[config.mk]
export PLATFORM = sky130hd
export DESIGN_NAME = sort4_rank_pipe
export DESIGN_NICKNAME = d
export VERILOG_FILES = /design/src/rtl/sort4_pkg.sv /design/src/rtl/sort4_cmp_stage.sv /design/src/rtl/sort4_rank_decode.sv /design/src/rtl/sort4_lane_mux.sv /design/src/rtl/sort4_rank_pipe.sv
export SDC_FILE = /design/constraint.sdc
export NUM_CORES = 1
export LEC_CHECK = 0
export ABC_CLOCK_PERIOD_IN_PS = 6700
export BUFFER_PORTS_ARGS = -buffer_cell sky130_fd_sc_hd__buf_2
export CAP_MARGIN = 20
export CORE_MARGIN = 10
export CORE_UTILIZATION = 60
export CTS_CLUSTER_DIAMETER = 40
export DETAILED_ROUTE_END_ITERATION = 8
export GPL_TIMING_DRIVEN = 1
export PLACE_DENSITY_LB_ADDON = 0.05
export SLEW_MARGIN = 5
export SYNTH_ARGS = -nofsm -noshare
export SYNTH_HDL_FRONTEND = slang
export SYNTH_SLANG_ARGS = --single-unit
[constraint.sdc]
create_clock -name clk -period 6.7 [get_ports clk]
set_input_delay 1.34 -clock clk [delete_from_list [all_inputs] [get_ports clk]]
set_output_delay 1.34 -clock clk [all_outputs]
set_load 0.01 [all_outputs]
[src/rtl/sort4_pkg.sv]
package sort4_pkg;

  // number of unordered pairs among n lanes
  function automatic int num_pairs(input int n);
    return (n * (n - 1)) / 2;
  endfunction

  // flat position of the comparison bit for lanes lo < hi
  function automatic int pair_idx(input int n, input int lo, input int hi);
    return lo * n - (lo * (lo + 1)) / 2 + (hi - lo - 1);
  endfunction

endpackage

[src/rtl/sort4_cmp_stage.sv]
module sort4_cmp_stage #(
  parameter int N = 4,
  parameter int W = 8,
  localparam int P = sort4_pkg::num_pairs(N)
) (
  input  logic           clk,
  input  logic           rst,
  input  logic           in_valid,
  input  logic [N*W-1:0] in_vals,
  output logic           q_valid,
  output logic [N*W-1:0] q_vals,
  output logic [P-1:0]   q_ge
);

  logic [P-1:0] ge_now;

  // one layer of parallel comparators, all fed from the raw lanes
  for (genvar lo = 0; lo < N; lo++) begin : g_lo
    for (genvar hi = lo + 1; hi < N; hi++) begin : g_hi
      localparam int PI = sort4_pkg::pair_idx(N, lo, hi);
      // lower lane index wins a tie
      assign ge_now[PI] = (in_vals[lo*W +: W] >= in_vals[hi*W +: W]);
    end
  end

  always_ff @(posedge clk) begin
    if (rst) begin
      q_valid <= 1'b0;
      q_vals  <= '0;
      q_ge    <= '0;
    end else begin
      q_valid <= in_valid;
      q_vals  <= in_vals;
      q_ge    <= ge_now;
    end
  end

endmodule

[src/rtl/sort4_rank_decode.sv]
module sort4_rank_decode #(
  parameter int N = 4,
  localparam int P  = sort4_pkg::num_pairs(N),
  localparam int RW = (N > 1) ? $clog2(N) : 1
) (
  input  logic [P-1:0]         ge,
  output logic [N-1:0][RW-1:0] sel
);

  logic [N-1:0][RW-1:0] rank;

  // rank of a lane = how many other lanes it beats
  always_comb begin
    for (int i = 0; i < N; i++) begin
      rank[i] = '0;
      for (int j = 0; j < N; j++) begin
        if (j > i)
          rank[i] = rank[i] + RW'(ge[sort4_pkg::pair_idx(N, i, j)]);
        else if (j < i)
          rank[i] = rank[i] + RW'(!ge[sort4_pkg::pair_idx(N, j, i)]);
      end
    end
  end

  // output lane p takes the lane whose rank is N-1-p
  always_comb begin
    for (int p = 0; p < N; p++) begin
      sel[p] = '0;
      for (int i = 0; i < N; i++) begin
        if (rank[i] == RW'(N - 1 - p)) sel[p] = RW'(i);
      end
    end
  end

endmodule

[src/rtl/sort4_lane_mux.sv]
module sort4_lane_mux #(
  parameter int N = 4,
  parameter int W = 8,
  localparam int RW = (N > 1) ? $clog2(N) : 1
) (
  input  logic [N-1:0][RW-1:0] sel,
  input  logic [N*W-1:0]       vals,
  output logic [N*W-1:0]       sorted
);

  for (genvar p = 0; p < N; p++) begin : g_lane
    always_comb begin
      sorted[p*W +: W] = '0;
      for (int i = 0; i < N; i++) begin
        if (sel[p] == RW'(i)) sorted[p*W +: W] = vals[i*W +: W];
      end
    end
  end

endmodule

[src/rtl/sort4_rank_pipe.sv]
module sort4_rank_pipe #(
  parameter int N = 4,
  parameter int W = 8
) (
  input  logic           clk,
  input  logic           rst,
  input  logic           in_valid,
  input  logic [N*W-1:0] in_vals,
  output logic           out_valid,
  output logic [N*W-1:0] out_vals
);

  localparam int P  = sort4_pkg::num_pairs(N);
  localparam int RW = (N > 1) ? $clog2(N) : 1;

  logic [N*W-1:0]       q_vals;
  logic [P-1:0]         q_ge;
  logic [N-1:0][RW-1:0] sel;

  sort4_cmp_stage #(.N(N), .W(W)) u_cmp (
    .clk      (clk),
    .rst      (rst),
    .in_valid (in_valid),
    .in_vals  (in_vals),
    .q_valid  (out_valid),
    .q_vals   (q_vals),
    .q_ge     (q_ge)
  );

  sort4_rank_decode #(.N(N)) u_rank (
    .ge  (q_ge),
    .sel (sel)
  );

  sort4_lane_mux #(.N(N), .W(W)) u_mux (
    .sel    (sel),
    .vals   (q_vals),
    .sorted (out_vals)
  );

endmodule

* Word level (Yosys, flattened, before mapping)
Cells that the tools add are included.
** Operators by class
- $lt $le $gt $ge :: 6
- Mux-type cells :: 28
- Add/subtract/negate cells :: 6
- Reduce and logical (&&, ||, !) cells :: 13
- Eq/ne operators :: 21
** Operator list (count)
- $mux 8 :: 16
- $ge 8x8->1 :: 6
- $eq 2x2->1 const B :: 14
- $mux 2 :: 8
- $eq 2x1->1 const B :: 7
- $logic_not 2->1 :: 7
- $add 1x1->2 :: 3
- $add 2x1->2 :: 3
- $logic_not 1->1 :: 6
- $mux 1 :: 4
** Word-level totals
- Word-level logic and storage cells :: 77
- Input bits :: 35
- Register bits after elaboration :: 39
- Output and inout bits :: 33

* Depth between registers and ports, before layout
- Depth after elaboration :: 12
- Mapped depth :: 6
- Gate-level depth less buffers :: 5

* Cells and area by module
A second synthesis with hierarchy kept.
** Unflattened totals
- Cell total of the unflattened synthesis :: 275
- Area, all modules :: 2994.1 µm²
** By module, submodules not included
- sort4_cmp_stage :: cells each 208, seq. area each 780.7 µm², instances 1, area each 2003.2 µm²
- sort4_lane_mux :: cells each 40, seq. area each 0.0 µm², instances 1, area each 785.8 µm²
- sort4_rank_decode :: cells each 27, seq. area each 0.0 µm², instances 1, area each 205.2 µm²

* Worst setup path before layout
OpenSTA, ideal clock, no wires.
- Kind :: flip-flop to output port
- From :: register u_cmp.q_ge[5]
- To :: output port out_vals[24]
- Required time :: 5.360 ns
- Stages on the path, launching flop included :: 7
- Arrival :: 1.898 ns
- Slack :: 3.462 ns
- Cell sequence :: dfxtp_1 -> fa_1 -> buf_2 -> and2_1 -> buf_2 -> a22o_1 -> a221o_1
** On the way
- Word-level cells in the longest chain between the ends :: 9
- Elaborated cells between the ends (all ways) :: 15
- Those cells by class :: add/sub (2); eq/ne (3); mux (6); reduce/logical (4)
** RTL lines
- start: declaration :: line sort4_cmp_stage.sv:12 : output logic [P-1:0] q_ge
- start signal: assignment :: line sort4_cmp_stage.sv:34 : q_ge <= ge_now;
- $add 2x1->2 or $logic_not 1->1 (tied branches) :: line sort4_rank_decode.sv:18, sort4_rank_decode.sv:20
- $logic_not 2->1 or $add 2x1->2 (tied branches) :: line sort4_rank_decode.sv:30, sort4_rank_decode.sv:20
- $mux 2 or $logic_not 2->1 (tied branches) :: line sort4_rank_decode.sv:30 : if (rank[i] == RW'(N - 1 - p)) sel[p] = RW'(i);
- $mux 2 (*) :: line sort4_rank_decode.sv:30
- $logic_not 2->1 :: line sort4_lane_mux.sv:15 : if (sel[p] == RW'(i)) sorted[p*W +: W] = vals[i*W +: W];
- $mux 8 (3 in a row) :: line sort4_lane_mux.sv:15
- $mux 8 (*) :: line sort4_lane_mux.sv:15
- end: declaration :: line sort4_rank_pipe.sv:10 : output logic [N*W-1:0] out_vals
Every way passes the cells marked *; elsewhere a longest branch is shown, timed or not.

* Worst setup path in the final report
- From :: register u_cmp.q_ge[1]
- To :: output port out_vals[23]
** On the way
- Word-level cells in the longest chain between the ends :: 11
- Elaborated cells between the ends (all ways) :: 14
- Those cells by class :: add/sub (2); eq/ne (4); mux (6); reduce/logical (2)
** RTL lines
- $logic_not 1->1 (*) :: line sort4_rank_decode.sv:20 : rank[i] = rank[i] + RW'(!ge[sort4_pkg::pair_idx(N, j, i)]);
- $add 1x1->2 (*) :: line sort4_rank_decode.sv:20
- $add 2x1->2 (*) :: line sort4_rank_decode.sv:18 : rank[i] = rank[i] + RW'(ge[sort4_pkg::pair_idx(N, i, j)]);
- $eq 2x1->1 (*) :: line sort4_rank_decode.sv:30
- $mux 2 (*) (2 in a row) :: line sort4_rank_decode.sv:30
- $logic_not 2->1 :: line sort4_lane_mux.sv:15
- $mux 8 (3 in a row) :: line sort4_lane_mux.sv:15
- $mux 8 (*) :: line sort4_lane_mux.sv:15
Marked as above.

==> out/results.tsv <==
metric	value	unit
CTS Sinks	39	
data arrival at the endpoint of the critical path	2.90	ns
average wire per standard cell	18.6	um
Clock Path Buffers	2	
number of antenna violations at the first check in global routing	0	
average cell area after synthesis	9.45	um^2
number of vias per cell after detailed routing	6.24	
Synth area leaders	dfxtp_1 25%, ha_1 19%, a221o_1 9.3%	
remaining routing DRC violations	0	
RSZ-0062 raised after global routing	no	
post-synth cell types	31	
Setup CP Type	flop to output pin	
number of max-slew violations in the final report	0	
max-slew headroom at the worst pin	45.5	%
final sum of negative setup slack	0	ns
number of rows created at floorplan	26	
remaining antenna violation count after routing	0	
Peak supply drop	0.000128	V
final critical path time including I/O delays and setup	4.24	ns
initial cell density of the core	61.7	%
number of synthesized register bits	39	
data required time at the worst endpoint	5.36	ns
area share of the largest cell type after synthesis	25.0	%
dpl ws	2.81	ns
num ports	68	
# hold bufs at CTS	0	
Final #Nets	476	
mapped cell area	3130	um^2
sequential cell area fraction in the yosys report	25.0	%
# port buffers	67	
GPL Wtd Cong	0.914	
depth of the worst hold-timing path	2	
chip width	92.2	um
leakage power	1.81	nW
combined global-route utilization of all metal layers	19.8	%
DR vias	2871	
number of diodes added for antenna fixing	0	
share of the clock period used by the worst path	63.4	%
total nets after synthesis	418	
count of maximum capacitance violations	0	
total setup violations reported at the end of the flow	0	
Yosys Warn Count	0	
maximum number of pins on one net before global-route repair	46	
routed wire length	8540	um
relative area change from synthesis to final layout	15.1	%
global-route wire length before repair	14200	um
number of clock buffers inserted by TritonCTS	5	
Clock Tree Root	clkbuf_8	
total of fill cells in the finished design	423	
1st-iter DRT viols	78	
fraction of the core area covered by cells at the end of the flow	71.0	%
die extent in y	92.2	um
Hold Fails Final Rpt	0	
standard cell core area	5070	um^2
type of element launching the critical path	flop	
floorplan die area	8500	um^2
TritonCTS clock tree	yes	
fraction of layout cells with a size suffix above 1	21.3	%
number of levels in the clock H-tree	2	
Post-CTS Setup Bufs	0	
Reg clk slew, reported paths	0.07	ns
category of the worst setup path capture point	output pin	
router iterations before antenna repair	6	
power density cells	225	nW/um^2
critical path fanouts, max	11	
hold crit path type	input pin to flop	
overflow left after global routing	0	
Final HPWL DP	6910	um
Yosys top cell by area	dfxtp_1	
synthesized netlist cell count	331	
outcome	completed	
Max Clock Freq	236	MHz
setup slack of the critical path after layout	2.46	ns
pin slew with the least headroom to its limit	0.816	ns
PostCTS Resize Cnt	0	
vias in the first global route	3049	
Yosys cell counts (all sizes together):
library cell   n
nor2b         15
nand2          4
a31o          14
ha            48
nor2          33
and2           1
clkbuf         8
o32ai          6
fa             4
a21o           6
o31ai          3
o21a           6
a211oi         6
buf            8
nor3           4
a221oi         6
inv           27
and3b         18
a2111oi        7
nand3b         6
a221o         29
o211a          1
a22o          15
and3           7
dfxtp         39
nand2b        10
placed cells by master, fill, tap and decap left out, drive strengths merged:
master   synthesis  layout
a31o            14      14
buf              8      67
and3b           18      18
nand2            4       4
a211oi           6       6
dfxtp           39      39
fa               4       4
nand3b           6       6
o21a             6       6
a221oi           6       6
a221o           29      29
a22o            15      15
nand2b          10      10
nor2b           15      15
clkbuf           8       6
a21o             6       6
bufinv           0       1
nor3             4       4
o211a            1       1
ha              48      48
a2111oi          7       7
inv             27      27
and3             7       7
and2             1       1
nor2            33      33
clkinv           0       1
o31ai            3       3
o32ai            6       6
sequential cells by signal, indices dropped and copies added (netlist names):
signal / cells
u_cmp.q_valid: 1
u_cmp.q_ge: 6
u_cmp.q_vals: 32
layer usage:
metal  global-route usage (%)  up-vias  part of all wire, %  routed length, um
li1                         -     1386                    -                  -
met1                     23.8     1341                   45               3860
met2                     33.5      123                   47               3970
met3                     3.42       21                  5.6                479
met4                     8.87        0                  2.7                229
met5                        0        -                    0                  0
cell type report:
cell class | count | area, um^2 | share of cell area, %
clock buffers | 6 | 82.6 | 2.29
flip-flops and latches | 39 | 781 | 21.7
repair buffers | 67 | 335 | 9.31
well taps | 70 | 87.6 | 2.43
inverters | 27 | 101 | 2.81
multi-input cells | 249 | 2180 | 60.5
clock inverters | 2 | 35.0 | 0.973
cells by family after synthesis:
family	after synthesis	synth area share, %
AO/OA/AOI/OAI	99	29.1
AND/OR/NAND/NOR	98	18.7
buffers and inverters	43	5.44
flip-flops	39	25.0
adder cells (fa/ha/maj)	52	21.8
where the power goes:
| group | internal (W) | total (W) | switching, W |
|---|---|---|---|
| logic | 0.000152 | 0.000350 | 0.000199 |
| clock network | 0.000120 | 0.000199 | 0.0000789 |
| registers | 0.000246 | 0.000261 | 0.0000153 |
final timing paths:
path                            startpoint                        to  slack (ns)
setup / recovery  u_cmp.q_ge[1]$_SDFF_PP0_              out_vals[23]        2.46
hold / removal                    in_valid  u_cmp.q_valid$_SDFF_PP0_        1.26
metrics by stage:
stage | hold WS [ns] | std cells | power (W) | cell area [um^2]
floorplan | 1.47 | 331 | 0.000508 | 3130
global placement | 1.55 | 452 | 0.000610 | 3480
detailed placement | 1.56 | 452 | 0.000616 | 3480
CTS | 1.27 | 460 | 0.000813 | 3600
global route | 1.28 | 460 | 0.000861 | 3600
finish | 1.26 | 460 | 0.000811 | 3600
worst max-delay path, stage by stage, from the launching register on:
cell and delay (ns):
dfxtp_1 0.33, inv_1 0.08, fa_1 0.68, nor2b_1 0.70, and3b_1 0.36, a221o_1 0.32, buf_2 0.14
Power figures use the tool's default switching activity.
